File: config.mk
export PLATFORM = sky130hd
export DESIGN_NAME = txbt_top
export DESIGN_NICKNAME = d
export VERILOG_FILES = /design/src/rtl/txbt_pkg.sv /design/src/rtl/txbt_start_detect.sv /design/src/rtl/txbt_prescale.sv /design/src/rtl/txbt_frame_cnt.sv /design/src/rtl/txbt_top.sv
export SDC_FILE = /design/constraint.sdc
export NUM_CORES = 1
export LEC_CHECK = 0
export BUFFER_PORTS_ARGS = -buffer_cell sky130_fd_sc_hd__buf_2
export CAP_MARGIN = 15
export CORE_ASPECT_RATIO = 1.2
export CORE_MARGIN = 3
export CORE_UTILIZATION = 55
export DETAILED_ROUTE_END_ITERATION = 8
export PLACE_DENSITY = 0.75
export SLEW_MARGIN = 20
export SYNTH_ARGS = -nofsm -noshare
export SYNTH_HDL_FRONTEND = slang
export SYNTH_SLANG_ARGS = --single-unit
File: constraint.sdc
create_clock -name clk -period 7.4 [get_ports clk]
set_clock_uncertainty 0.15 [all_clocks]
set_input_delay 0.37 -clock clk [delete_from_list [all_inputs] [get_ports clk]]
set_output_delay 0.37 -clock clk [all_outputs]
set_load 0.005 [all_outputs]
File: src/rtl/txbt_pkg.sv
package txbt_pkg;

  typedef enum logic {
    ST_READY = 1'b0,
    ST_BUSY  = 1'b1
  } txbt_status_e;

endpackage

File: src/rtl/txbt_start_detect.sv
module txbt_start_detect #(
  parameter int ADDR_W      = 2,
  parameter int TX_ADDR     = 0,
  parameter int SYNC_STAGES = 2
) (
  input  logic              clk,
  input  logic              rst_n,
  input  logic              strobe_i,
  input  logic [ADDR_W-1:0] addr_i,
  output logic              start_o
);
  localparam int CHAIN = SYNC_STAGES + 1;
  localparam logic [ADDR_W-1:0] MATCH = ADDR_W'(TX_ADDR);

  logic [CHAIN-1:0]  sync_q;
  logic [ADDR_W-1:0] addr_q [SYNC_STAGES];

  always_ff @(posedge clk or negedge rst_n) begin
    if (!rst_n) sync_q <= '0;
    else        sync_q <= {sync_q[CHAIN-2:0], strobe_i};
  end

  // address pipeline kept in step with the strobe synchronizer
  for (genvar g = 0; g < SYNC_STAGES; g++) begin : g_addr
    always_ff @(posedge clk or negedge rst_n) begin
      if (!rst_n)      addr_q[g] <= '0;
      else if (g == 0) addr_q[g] <= addr_i;
      else             addr_q[g] <= addr_q[g-1];
    end
  end

  assign start_o = sync_q[CHAIN-2] & ~sync_q[CHAIN-1]
                 & (addr_q[SYNC_STAGES-1] == MATCH);
endmodule

File: src/rtl/txbt_prescale.sv
module txbt_prescale #(
  parameter int DIV_W = 12
) (
  input  logic             clk,
  input  logic             rst_n,
  input  logic             clear_i,
  input  logic             en_i,
  input  logic [DIV_W-1:0] div_i,
  output logic             tick_o,
  output logic [DIV_W-1:0] cnt_o
);
  logic [DIV_W-1:0] cnt_q;
  logic             at_end;

  assign at_end = (cnt_q >= div_i - DIV_W'(1));
  assign tick_o = en_i & at_end & ~clear_i;
  assign cnt_o  = cnt_q;

  always_ff @(posedge clk or negedge rst_n) begin
    if (!rst_n)       cnt_q <= '0;
    else if (clear_i) cnt_q <= '0;
    else if (en_i)    cnt_q <= at_end ? '0 : cnt_q + DIV_W'(1);
  end
endmodule

File: src/rtl/txbt_frame_cnt.sv
module txbt_frame_cnt #(
  parameter int BITS_W = 4
) (
  input  logic              clk,
  input  logic              rst_n,
  input  logic              load_i,
  input  logic [BITS_W-1:0] bits_i,
  input  logic              tick_i,
  output logic              done_o,
  output logic [BITS_W-1:0] cnt_o
);
  logic [BITS_W-1:0] cnt_q;

  assign done_o = tick_i & ~load_i & (cnt_q == BITS_W'(1));
  assign cnt_o  = cnt_q;

  always_ff @(posedge clk or negedge rst_n) begin
    if (!rst_n)                       cnt_q <= '0;
    else if (load_i)                  cnt_q <= bits_i;
    else if (tick_i && cnt_q != '0)   cnt_q <= cnt_q - BITS_W'(1);
  end
endmodule

File: src/rtl/txbt_top.sv
module txbt_top
  import txbt_pkg::*;
#(
  parameter int ADDR_W  = 2,
  parameter int TX_ADDR = 0,
  parameter int DIV_W   = 12,
  parameter int BITS_W  = 4
) (
  input  logic              clk,
  input  logic              rst_n,
  input  logic              wr_strobe_i,
  input  logic [ADDR_W-1:0] wr_addr_i,
  input  logic [DIV_W-1:0]  cfg_div_i,
  input  logic [BITS_W-1:0] cfg_bits_i,
  output logic              busy_o
);
  logic              start;
  logic              tick;
  logic              done;
  txbt_status_e      state_q;
  logic [DIV_W-1:0]  div_q;
  logic [BITS_W-1:0] bits_q;
  logic [DIV_W-1:0]  div_eff;
  logic [BITS_W-1:0] bits_eff;
  logic [DIV_W-1:0]  pre_cnt;
  logic [BITS_W-1:0] frm_cnt;

  assign div_eff  = (cfg_div_i  == '0) ? DIV_W'(1)  : cfg_div_i;
  assign bits_eff = (cfg_bits_i == '0) ? BITS_W'(1) : cfg_bits_i;

  txbt_start_detect #(.ADDR_W(ADDR_W), .TX_ADDR(TX_ADDR), .SYNC_STAGES(2)) u_start (
    .clk(clk), .rst_n(rst_n), .strobe_i(wr_strobe_i), .addr_i(wr_addr_i),
    .start_o(start)
  );

  always_ff @(posedge clk or negedge rst_n) begin
    if (!rst_n) begin
      div_q  <= DIV_W'(1);
      bits_q <= BITS_W'(1);
    end else if (start) begin
      div_q  <= div_eff;
      bits_q <= bits_eff;
    end
  end

  txbt_prescale #(.DIV_W(DIV_W)) u_pre (
    .clk(clk), .rst_n(rst_n), .clear_i(start), .en_i(state_q == ST_BUSY),
    .div_i(div_q), .tick_o(tick), .cnt_o(pre_cnt)
  );

  txbt_frame_cnt #(.BITS_W(BITS_W)) u_frm (
    .clk(clk), .rst_n(rst_n), .load_i(start), .bits_i(bits_eff),
    .tick_i(tick), .done_o(done), .cnt_o(frm_cnt)
  );

  always_ff @(posedge clk or negedge rst_n) begin
    if (!rst_n)     state_q <= ST_READY;
    else if (start) state_q <= ST_BUSY;
    else if (done)  state_q <= ST_READY;
  end

  assign busy_o = (state_q == ST_BUSY);
endmodule

==> results.sh <==
export IMPL_ys_warn_count=0
export IMPL_grt_max_degree=37
export IMPL_status="complete, but fails checks"
export IMPL_synth_seq_area_share_pct=43.62
export IMPL_setup_violations=0
export IMPL_clk_insertion_delay_late_ns=0.29
export IMPL_drive_gt1_share_pct=17.28
export IMPL_cts_sinks=36
export IMPL_ant_nets=0
export IMPL_p_leak_nw=1.082
export IMPL_die_height_um=73.18
export IMPL_post_cts_buffers=0
export IMPL_route_detailed_wl_per_inst_um=12.93
export IMPL_drt_wl_total_um=3788
export IMPL_arrival_ns=3.15
export IMPL_io_pins=22
export IMPL_finalSetupTns_ns=0
export IMPL_hold_buffers=0
export IMPL_antenna_found_initial=0
export IMPL_nFillCells=286
export IMPL_worstRegToRegCells=11
export IMPL_dieArea_sq_um=4535
export IMPL_avgSynthCellArea_sq_um=9.444
export IMPL_netlist_area_sq_um=2068
export IMPL_die_width_um=61.98
export IMPL_netlist_top_cells_area="dfrtp_1, ha_1, nand2_1, xnor2_1, xor2_1"
export IMPL_power_mw=0.6316
export IMPL_grt_pass1_wl_um=6651
export IMPL_reg2reg_to="u_frm.cnt_o[1]$_DFFE_PN0P_"
export IMPL_powerDensity_nw_per_um2=272.4
export IMPL_ys_seq_elements=36
export IMPL_crit_end="u_frm.cnt_o[1]$_DFFE_PN0P_"
export IMPL_area_growth_pct=12.10
export IMPL_rows=23
export IMPL_crit_path_end_kind="register"
export IMPL_cts_root_buf="clkbuf_8"
export IMPL_cts_buffers_inserted=5
export IMPL_failed_checks="negative hold slack"
export IMPL_period_share_pct=41.50
export IMPL_multi_input_area_sq_um=1126
export IMPL_rr_startpoint="div_q[4]$_DFFE_PN0P_"
export IMPL_drc=0
export IMPL_vias=1577
export IMPL_place_congestion=0.7830
export IMPL_drv_cap=0
export IMPL_io_buffers=21
export IMPL_critical_path_class="register to register"
export IMPL_hp_class="input pin to asynchronous set/reset pin"
export IMPL_hold_viol=4
export IMPL_synth_top_area_share_pct=42.35
export IMPL_synth_cells=219
export IMPL_grt_use_total_pct=19.90
export IMPL_diodes=0
export IMPL_synth_nets=256
export IMPL_drv_slew=0
export IMPL_reg2reg_slack_ns=4.33
export IMPL_core_area_sq_um=3482
export IMPL_finalCriticalPeriod_ns=3.071
export IMPL_synth_top_area_cell="dfrtp_1"
export IMPL_hpwl_um=2843
export IMPL_rsz0062_at_grt="false"
export IMPL_cp_max_fo=4
export IMPL_fmax_ghz=0.3256
export IMPL_critPathLaunchType="register"
export IMPL_regArea_sq_um=902.1
export IMPL_grt_pass1_vias=1513
export IMPL_crit_start="div_q[4]$_DFFE_PN0P_"
export IMPL_cts_buffer_depth=2
export IMPL_dr_pass1_iters=4
export IMPL_overflow=0
export IMPL_synth_cell_type_count=39
export IMPL_slew_headroom_pct=47.76
export IMPL_ir_drop_v=0.0001880
export IMPL_holdWs_ns=-0.004211
export IMPL_clk_transition_reported_paths_ns=0.08
export IMPL_layout_nets=279
export IMPL_viasPerCell=5.382
export IMPL_cts_tree="done"
export IMPL_cp_required_ns=7.48
export IMPL_post_cts_resized=0
export IMPL_worstMarginPinSlew_ns=0.7836
export IMPL_htreeDepth=2
export IMPL_drtIter0Drc=57
export IMPL_start_util_pct=59.40
==> cells by family after synthesis <==
group,synth area share [%]
flip-flops,43.62
buffers and inverters,2.238
AND/OR/NAND/NOR,26.26
XOR/XNOR,8.470
AO/OA/AOI/OAI,9.740
adder cells (fa/ha/maj),9.679
==> stage by stage <==
stage          cell area (sq um)  utilization (%)  worst slack (ns)  std cells
6_report                    2318            66.58             4.329        293
5_1_grt                     2318            66.58             4.024        293
4_1_cts                     2318            66.58             4.322        293
3_5_place_dp                2226            63.92             4.343        285
3_3_place_gp                2226            63.92             4.456        285
2_1_floorplan               2068                -             4.537        219
==> state kept, by name (all words and copies together) (netlist names) <==
name,flops
busy_o,1
div_q,12
u_frm.cnt_o,4
u_pre.cnt_o,12
u_start.addr_q,4
u_start.sync_q,3
==> how the worst min path moves through the flow <==
stage / startpoint / to / slack [ns] / cells past startpoint
after global placement: u_start.sync_q[0]$_DFF_PN0_ / u_start.sync_q[1]$_DFF_PN0_ / 0.18 / 0
after detailed placement: u_start.sync_q[0]$_DFF_PN0_ / u_start.sync_q[1]$_DFF_PN0_ / 0.19 / 0
after CTS: rst_n / busy_o$_DFFE_PN0P_ / 0.03 / 1
after floorplan: rst_n / busy_o$_DFFE_PN0P_ / -0.08 / 0
after global routing: wr_addr_i[1] / u_start.addr_q[3]$_DFF_PN0_ / 0.02 / 1
final: rst_n / busy_o$_DFFE_PN0P_ / -0.004 / 1
==> where the power goes <==
| part | switching (mW) | leakage, nW | internal (mW) |
|---|---|---|---|
| sequential | 0.0459 | 0.444 | 0.236 |
| clock | 0.0680 | 0.0510 | 0.0742 |
| combinational | 0.110 | 0.588 | 0.0977 |
| total | 0.224 | 1.08 | 0.408 |
==> worst max-delay path, cell delays in order (launching register included) <==
cell     delay (ns)
dfrtp_1        0.42
nor4_1         0.40
nand2_1        0.16
nor4_1         0.26
xnor2_1        0.12
ha_1           0.30
and4_2         0.28
and3_4         0.19
nor4b_4        0.26
nor2_4         0.08
or3_1          0.32
nand3_1        0.09
==> routing by layer <==
metal	global-route usage [%]	up-vias	share of wire [%]
li1	-	807	-
met1	25.68	733	46
met2	31.80	29	49
met3	5.310	8	3.9
met4	6.604	0	1.5
met5	0	-	0
==> final cells by class <==
class | count | area share [%]
clock buffers | 6 | 3.562
inverters | 6 | 0.9714
well taps | 50 | 2.698
flip-flops and latches | 36 | 38.91
repair buffers | 22 | 4.857
clock inverters | 2 | 0.4317
multi-input cells | 171 | 48.57
==> cells in the final DEF, fill, tap and decap left out, types with 2 or more instances in the layout <==
cell	netlist	layout
a21oi_1	9	9
o21ai_0	8	8
clkinv_2	0	2
nor2_1	15	15
xnor2_1	11	11
nor3_1	11	11
dfrtp_1	35	35
ha_1	16	16
inv_1	6	6
clkbuf_8	0	6
nand3_1	6	6
and3_1	4	4
nand2_1	50	50
nor4_1	4	4
o21ai_1	3	3
xor2_1	9	9
nand4_1	3	3
buf_2	1	21
==> cell usage after synthesis <==
cell type,number
nand3_1,6
xor2_1,9
o21ai_0,8
dfrtp_1,35
clkbuf_1,5
o21a_1,1
nor2_4,1
a41oi_1,1
nand3b_1,1
inv_1,6
nor3_1,11
and4_2,1
a21oi_2,1
or4b_1,1
nand2_1,50
a21boi_4,1
or3_1,1
nor2_1,15
xnor2_1,11
a21oi_1,9
nand4_1,3
nor4_1,4
nand2b_4,1
or2b_1,1
a2111oi_4,1
nor3_2,1
nor4b_1,2
a32o_2,1
buf_2,1
nor4b_4,1
or3b_1,1
a311oi_1,1
o311a_1,1
and3_4,1
o21ai_1,3
dfstp_2,1
ha_1,16
or4_1,1
and3_1,4
(Power assumes the default switching activity.)
